--- src/rtl/rc_regfile.sv ---
// Module: rc_regfile - architected register copy owned by the checker.
// Does: two combinational read ports, one synchronous write port.
// Assumes: entry 0 is hard-wired to zero; synchronous active-low reset clears all.
module rc_regfile #(
    parameter int XLEN = 32,
    parameter int NREG = 16,
    localparam int AW  = $clog2(NREG)
) (
    input  logic            clk,
    input  logic            rst_n,
    input  logic            we,
    input  logic [AW-1:0]   waddr,
    input  logic [XLEN-1:0] wdata,
    input  logic [AW-1:0]   raddr_a,
    input  logic [AW-1:0]   raddr_b,
    output logic [XLEN-1:0] rdata_a,
    output logic [XLEN-1:0] rdata_b
);
    logic [XLEN-1:0] regs [NREG];

    genvar gi;
    generate
        for (gi = 0; gi < NREG; gi++) begin : g_entry
            if (gi == 0) begin : g_zero
                // Purpose: entry zero is a constant and ignores writes.
                assign regs[gi] = '0;
            end else begin : g_store
                // Purpose: hold one architected register value.
                always_ff @(posedge clk) begin
                    if (!rst_n)
                        regs[gi] <= '0;
                    else if (we && (waddr == AW'(gi)))
                        regs[gi] <= wdata;
                end
            end
        end
    endgenerate

    // Purpose: read both sources without delay.
    always_comb begin
        rdata_a = regs[raddr_a];
        rdata_b = regs[raddr_b];
    end
endmodule

--- config.mk ---
export PLATFORM = sky130hd
export DESIGN_NAME = rc_regfile
export DESIGN_NICKNAME = d
export VERILOG_FILES = /design/src/rtl/rc_regfile.sv
export SDC_FILE = /design/constraint.sdc
export NUM_CORES = 1
export LEC_CHECK = 0
export BUFFER_PORTS_ARGS = -buffer_cell sky130_fd_sc_hd__buf_2
export CELL_PAD_IN_SITES_DETAIL_PLACEMENT = 1
export CELL_PAD_IN_SITES_GLOBAL_PLACEMENT = 1
export CORE_MARGIN = 2
export CORE_UTILIZATION = 40
export DETAILED_ROUTE_END_ITERATION = 10
export GPL_TIMING_DRIVEN = 0
export PLACE_DENSITY = 0.68
export SKIP_LAST_GASP = 1
export SLEW_MARGIN = 20
export SYNTH_ARGS = -nofsm -noshare
export SYNTH_HDL_FRONTEND = slang
export SYNTH_SLANG_ARGS = --single-unit
--- constraint.sdc ---
create_clock -name clk -period 2 [get_ports clk]
set_clock_uncertainty 0.1 [all_clocks]
set_input_delay 0.3 -clock clk [delete_from_list [all_inputs] [get_ports clk]]
set_output_delay 0.3 -clock clk [all_outputs]
set_load 0.01 [all_outputs]
==> results of run 1 <==
## cell usage in the layout (no fill, tap or decap), types with 6 or more instances in the layout
| cell type | count |
|---|---|
| buf_12 | 22 |
| a21oi_2 | 42 |
| clkbuf_1 | 160 |
| dfxtp_2 | 111 |
| a21boi_0 | 424 |
| buf_2 | 125 |
| nor2_1 | 19 |
| buf_4 | 47 |
| clkbuf_16 | 58 |
| a21boi_1 | 56 |
| mux2i_1 | 167 |
| mux2_2 | 44 |
| nor2b_1 | 8 |
| a21oi_4 | 6 |
| mux2i_2 | 8 |
| a221oi_2 | 39 |
| mux2i_4 | 9 |
| dfxtp_1 | 368 |
| buf_8 | 24 |
| a221oi_4 | 11 |
| clkbuf_4 | 9 |
| buf_6 | 28 |
| nand2_1 | 970 |
| clkinv_2 | 9 |
| clkbuf_8 | 20 |
| mux2_4 | 14 |
| o22ai_1 | 11 |
| clkbuf_2 | 10 |
| a221o_1 | 52 |
| a22oi_1 | 6 |
| mux4_2 | 129 |
| a21oi_1 | 21 |
| dlygate4sd3_1 | 32 |
## worst paths after layout
path / from / to
worst max-delay path: raddr_b[0] / rdata_b[31]
worst max register to register: regs[362] / regs[362]
worst min-delay path: waddr[1] / regs[447]
worst min register to register: regs[394] / regs[394]
## area by class of cell
type / count / area [sq um]
fill: 7079 / 31520
multi-input combinational: 2099 / 15660
sequential: 480 / 9752
timing repair buffer: 178 / 1207
clock buffer: 87 / 1689
buffer: 272 / 1994
clock inverter: 11 / 82.58
antenna: 2 / 5.005
tap: 846 / 1059
## Yosys cell counts (20+ instances only)
master,count,share of area [%]
buf_4,20,0.59
buf_2,76,1.5
clkbuf_1,173,2.6
mux2i_1,184,7.2
a21boi_0,424,13
a21oi_1,69,1.4
nand2_1,973,14
mux4_2,129,11
nor2_1,22,0.32
a221oi_1,52,1.8
a21boi_1,56,1.7
mux2_2,58,2.6
dfxtp_1,480,38
a221o_1,52,2.0
## through the flow
stage	utilization, %	cells	setup slack (ps)	TNS, ps
after floorplan	-	2853	56.74	0
after global placement	42.91	3805	-1483	-196750
after detailed placement	42.94	3806	-1504	-211670
after CTS	48.67	3956	-417.3	-20010
after global routing	49.94	3973	-426.5	-21340
final	49.94	3975	-405.3	-20290
## worst register-to-register path: stages (launching register included)
cell and delay, ps:
dfxtp_1 430, nand2_1 90, a21boi_0 230
## what timing repair did
action / CTS / global route
gates resized for setup: 382 / 200
hold endpoints to repair: 160 / 0
buffers inserted: 21 / 18
gates cloned: 0 / 0
hold buffers: 32 / 0
pin swaps: 29 / 34
endpoints found under the setup margin: 64 / 117
## logic make-up (layout without fill, tap and decap cells)
kind of cell | Yosys count | in the layout | share of synthesized area [%]
simple gates | 1044 | 1044 | 15.99
compound gates | 684 | 684 | 20.22
flops | 480 | 480 | 37.79
mux | 371 | 371 | 21.24
buf+inv | 274 | 548 | 4.758
other cells | 0 | 2 | 0
## routing by layer
| metal | wire length (microns) | up-vias |
|---|---|---|
| met5 | 51 | - |
| met2 | 58740 | 1732 |
| met4 | 10080 | 8 |
| met3 | 15370 | 508 |
| li1 | - | 10470 |
| met1 | 51200 | 13020 |
## power groups by stage
| stage | clock network, mW | logic, mW | registers [mW] |
|---|---|---|---|
| finish | 10.3 | 3.26 | 9.79 |
| global route | 10.7 | 3.28 | 9.80 |
| CTS | 10.3 | 3.00 | 9.79 |
| detailed placement | 0 | 2.65 | 9.99 |
| global placement | 0 | 2.62 | 9.98 |
| floorplan | 0 | 1.38 | 9.95 |
==> reports/results.txt, run 1 <==
Startpoint Class = primary input
CP Data Arrival Time = 2010 ps
Root Buffer = clkbuf_16
Post-Route WL = 135.4 mm
Critical Path RT = 1600 ps
Fin worst setup slack = -405.3 ps
Layout net count = 3134
Clk buf depth = 3
WHS Path Cells = 5
GR Util met3 = 10.99%
Top Usage Layer GRT = met2
R2r worst-path depth = 2
Pin count of the biggest net entering global routing = 14
# port buffers = 106
Failing checks = setup timing
Die area = 65600 sq um
Buffer and inverter count on the worst path = 5
Initial antenna violation count = 7
Fraction of layout cells with a size suffix above 1 = 25.87%
Post-Synthesis Cells = 2853
Final period utilization = 120.3%
Slew @ Worst Pin = 1401 ps
Post-layout min period = 2405 ps
FMAX = 0.4157 GHz
Fin. max-slew vios = 0
Total global-route track usage = 39.89%
Synthesized Nets = 2900
Slew HR = 6.588%
Max reg flops = 480
Clk slew on worst S/H paths = 60 ps
Final number of setup-violating endpoints = 67
Synth Flop Type = dfxtp_1
Via Count = 25740
EDFF count, synth = 0
Worst-path maximum fanout = 10
Seq pwr share = 41.9%
CP Cell Sequence = buf_2 -> buf_6 -> buf_6 -> buf_6 -> mux2i_4 -> a21oi_4 -> buf_6
Layout area overhead = 23.68%
DRT Pass-1 Iters = 5
Starting Density = 40.38%
Vias per cell = 6.474
GR Layer Usage met1 = 50.28%
Sequential area share after synthesis = 37.79%
Synth warn = 0
Gr ovfl total = 0
Max incr delay on CP = 360 ps
Async S/R FF share, synth = 0%
Synthesized area = 25430 sq um
Cell Rows = 92
CP endpoint kind = primary output
Worst path most repeated cell = buf_6
Largest registers = regs: 480 flops
WS Path Type = in -> out
Clk pwr share = 44.2%
Yosys reg bits = 480
Post-DR wirelength/cell = 34.07 microns
DIE HEIGHT = 256.1 microns
Final hold viol count = 0
Lkg Pwr = 10.97 nW
Num CTS Buffers = 56
Final Cell Area = 31450 sq um
Detail Route Antenna Nets = 0
First-pass GRT wire length = 187.0 mm
Initial DRC Count = 2998
Power Total = 23.39 mW
Hold WS = 232.3 ps
Post-route DRC = 0
Hold WC Path Type = in -> reg
Reg with most FFs = regs
Post-Syn Area per Cell = 8.912 sq um
CTS tree = done
Core ar. = 62970 sq um
R2R setup slack = 1060 ps
Max stage delay cell, worst path = mux2i_4
HPWL after DPL = 88.28 mm
Combinational share of power = 14.0%
GR Util met2 = 60.28%
VDD IR max = 0.7029 mV
Largest delay share family, worst path = buffers and inverters
I/O pins = 111
H-tree Lvls = 2
Cell Area, Placed = 27040 sq um
RePlAce Congestion = 0.9905
Clock tree sinks = 480
Max_cap viols = 0
Run status = complete, but fails checks
P_sw = 6.681 mW
WP depth = 7
Pwr Density = 743.7 nW/um^2
RSZ-0062 raised after global routing = yes
Vias in the first global route = 25860
Die Span X = 256.1 microns
Worst skew pair latency = 630 ps
Yosys cell types = 35
Switching share of power = 28.57%
Cell Int Power = 16.71 mW
Note: power is estimated with default switching activity, not from simulation.
==> inputs of run 2 (changes only) <==
--- a/config.mk
+++ b/config.mk
@@ -11,6 +11,7 @@
 export CORE_MARGIN = 2
-export CORE_UTILIZATION = 40
+export CORE_UTILIZATION = 48
 export DETAILED_ROUTE_END_ITERATION = 10
 export GPL_TIMING_DRIVEN = 0
-export PLACE_DENSITY = 0.68
+export PLACE_DENSITY = 0.79
+export SETUP_SLACK_MARGIN = 0.2
 export SKIP_LAST_GASP = 1
==> constraint.sdc (replaced) <==
create_clock -name clk -period 2 [get_ports clk]
set_clock_uncertainty 0.1 [all_clocks]
set_input_delay 0.2 -clock clk [delete_from_list [all_inputs] [get_ports clk]]
set_output_delay 0.2 -clock clk [all_outputs]
set_load 0.01 [all_outputs]
==> run 2 against run 1 <==
The run still ends with setup timing left; die area decreased by 16%; total power hardly changed; combinational power decreased by 6%; sequential share of layout area increased by 0.89 points; clock power about the same; sequential cell count is the same; non-clock buffer count shrank 12; worst setup slack improved by 27 ps; hold slack worse by 130 ps; largest cell class unchanged.
==> reports/results.txt, run 2 (same netlist as run 1, synthesis figures left out) <==
Pwr Density = 766.3 nW/um^2
DIE HEIGHT = 234.2 microns
VDD IR max = 0.6324 mV
CP Data Arrival Time = 2080 ps
Post-layout min period = 2379 ps
Max_cap viols = 0
Final std cells w/o fill = 3808
Clock tree sinks = 480
Clk slew on worst S/H paths = 70 ps
Vias in the first global route = 26090
Critical Path RT = 1700 ps
Hold WC Path Type = in -> reg
R2R Path End = regs[197]
Worst-path maximum fanout = 3
CP endpoint kind = primary output
Total global-route track usage = 47.68%
Failing checks = setup timing
WHS Path Cells = 5
Initial antenna violation count = 7
Reg with most FFs = regs
Hold WS = 99.05 ps
Slew HR = 14.23%
CTS tree = done
Final number of setup-violating endpoints = 64
RePlAce Congestion = 1.027
HPWL after DPL = 84.93 mm
Post-route DRC = 0
Num CTS Buffers = 54
Placed cell count = 3649
H-tree Lvls = 2
FMAX = 0.4204 GHz
Vias per cell = 6.827
Via Count = 26000
Max reg flops = 480
Root Buffer = clkbuf_16
Most common cell after layout, fill and taps aside = nand2_1
Most frequent cells in the layout = nand2_1, a21boi_0, dfxtp_1
Power Total = 23.40 mW
Worst hold start = waddr[1]
Die Span X = 234.2 microns
Detail Route Antenna Nets = 0
DRT Pass-1 Iters = 6
Max incr delay on CP = 500 ps
Post-Route WL = 134.0 mm
Fin worst setup slack = -378.8 ps
Max stage delay cell, worst path = mux4_2
Clk buf depth = 3
Startpoint Class = register
Fraction of layout cells with a size suffix above 1 = 24.80%
RSZ-0062 raised after global routing = yes
Core ar. = 52450 sq um
Pin count of the biggest net entering global routing = 14
First-pass GRT wire length = 182.7 mm
Starting Density = 48.48%
Layout net count = 3120
Final hold viol count = 0
Largest registers = regs: 480 flops
Largest delay share family, worst path = multiplexers
Slew @ Worst Pin = 1287 ps
Gr ovfl total = 0
Cell Rows = 84
Lkg Pwr = 10.78 nW
R2R setup slack = 1030 ps
Layout area overhead = 20.09%
Fin. max-slew vios = 0
Die area = 54830 sq um
Initial DRC Count = 3280
Worst skew pair latency = 660 ps
R2r startpoint = regs[197]
R2r worst-path depth = 2
CP Cell Sequence = mux4_2 -> a211oi_2 -> a31oi_4 -> buf_2
Final period utilization = 118.9%
Dpl ws = -1219 ps
I/O pins = 111
Final Util = 58.22%
Run status = complete, but fails checks
Post-DR wirelength/cell = 35.19 microns
Buffer and inverter count on the worst path = 1
# port buffers = 106
Worst Hold Path EP = regs[447]
WS Path Type = reg -> out
run 2: layout make-up:
cell class	count	area [sq um]
timing repair buffer	164	1065
clock buffer	83	1580
sequential	480	9741
buffer	274	1600
tap	688	860.8
clock inverter	13	201.4
antenna	7	17.52
multi-input combinational	2099	15470
fill	5961	21910
run 2: metrics by stage:
stage	instance area (sq um)	TNS [ps]
2_1_floorplan	25430	0
3_3_place_gp	26820	-140120
3_5_place_dp	26840	-160070
4_1_cts	29720	-14360
5_1_grt	30520	-15430
6_report	30530	-14790
run 2: worst register-to-register path, delay by kind of cell (launching register included):
kind,cells,cell delay (ps)
simple gates,1,110
flops,1,380
compound gates,1,290
run 2: timing repair:
item / CTS / global route
hold buffers: 32 / 0
setup buffers: 11 / 13
setup endpoints to repair: 95 / 112
hold endpoints to repair: 160 / 0
resized for setup: 224 / 236
pin swaps: 23 / 41
run 2: worst max path at each step:
stage               startpoint          end  slack, ps  depth (start not counted)
detailed placement  raddr_a[0]  rdata_a[17]      -1220                          7
floorplan           raddr_a[0]  rdata_a[18]        260                          7
CTS                 raddr_a[0]  rdata_a[17]       -300                          8
global placement    raddr_a[1]   rdata_a[6]      -1360                          7
finish               regs[128]   rdata_b[0]       -380                          4
global route         regs[416]   rdata_b[0]       -360                          5
run 2: report_power, final:
part	switching, mW	internal [mW]	total, mW
clock	4.49	6.05	10.5
sequential	0.108	9.69	9.79
combinational	2.05	1.02	3.07
total	6.64	16.8	23.4
run 2: metal layers:
metal / vias to the layer above / GRT usage, % / wire (microns)
met5: - / 0 / 0
met4: 0 / 38.25 / 12200
met3: 640 / 15.49 / 16660
met2: 1993 / 69.28 / 56460
met1: 12930 / 57.84 / 48680
li1: 10430 / - / -
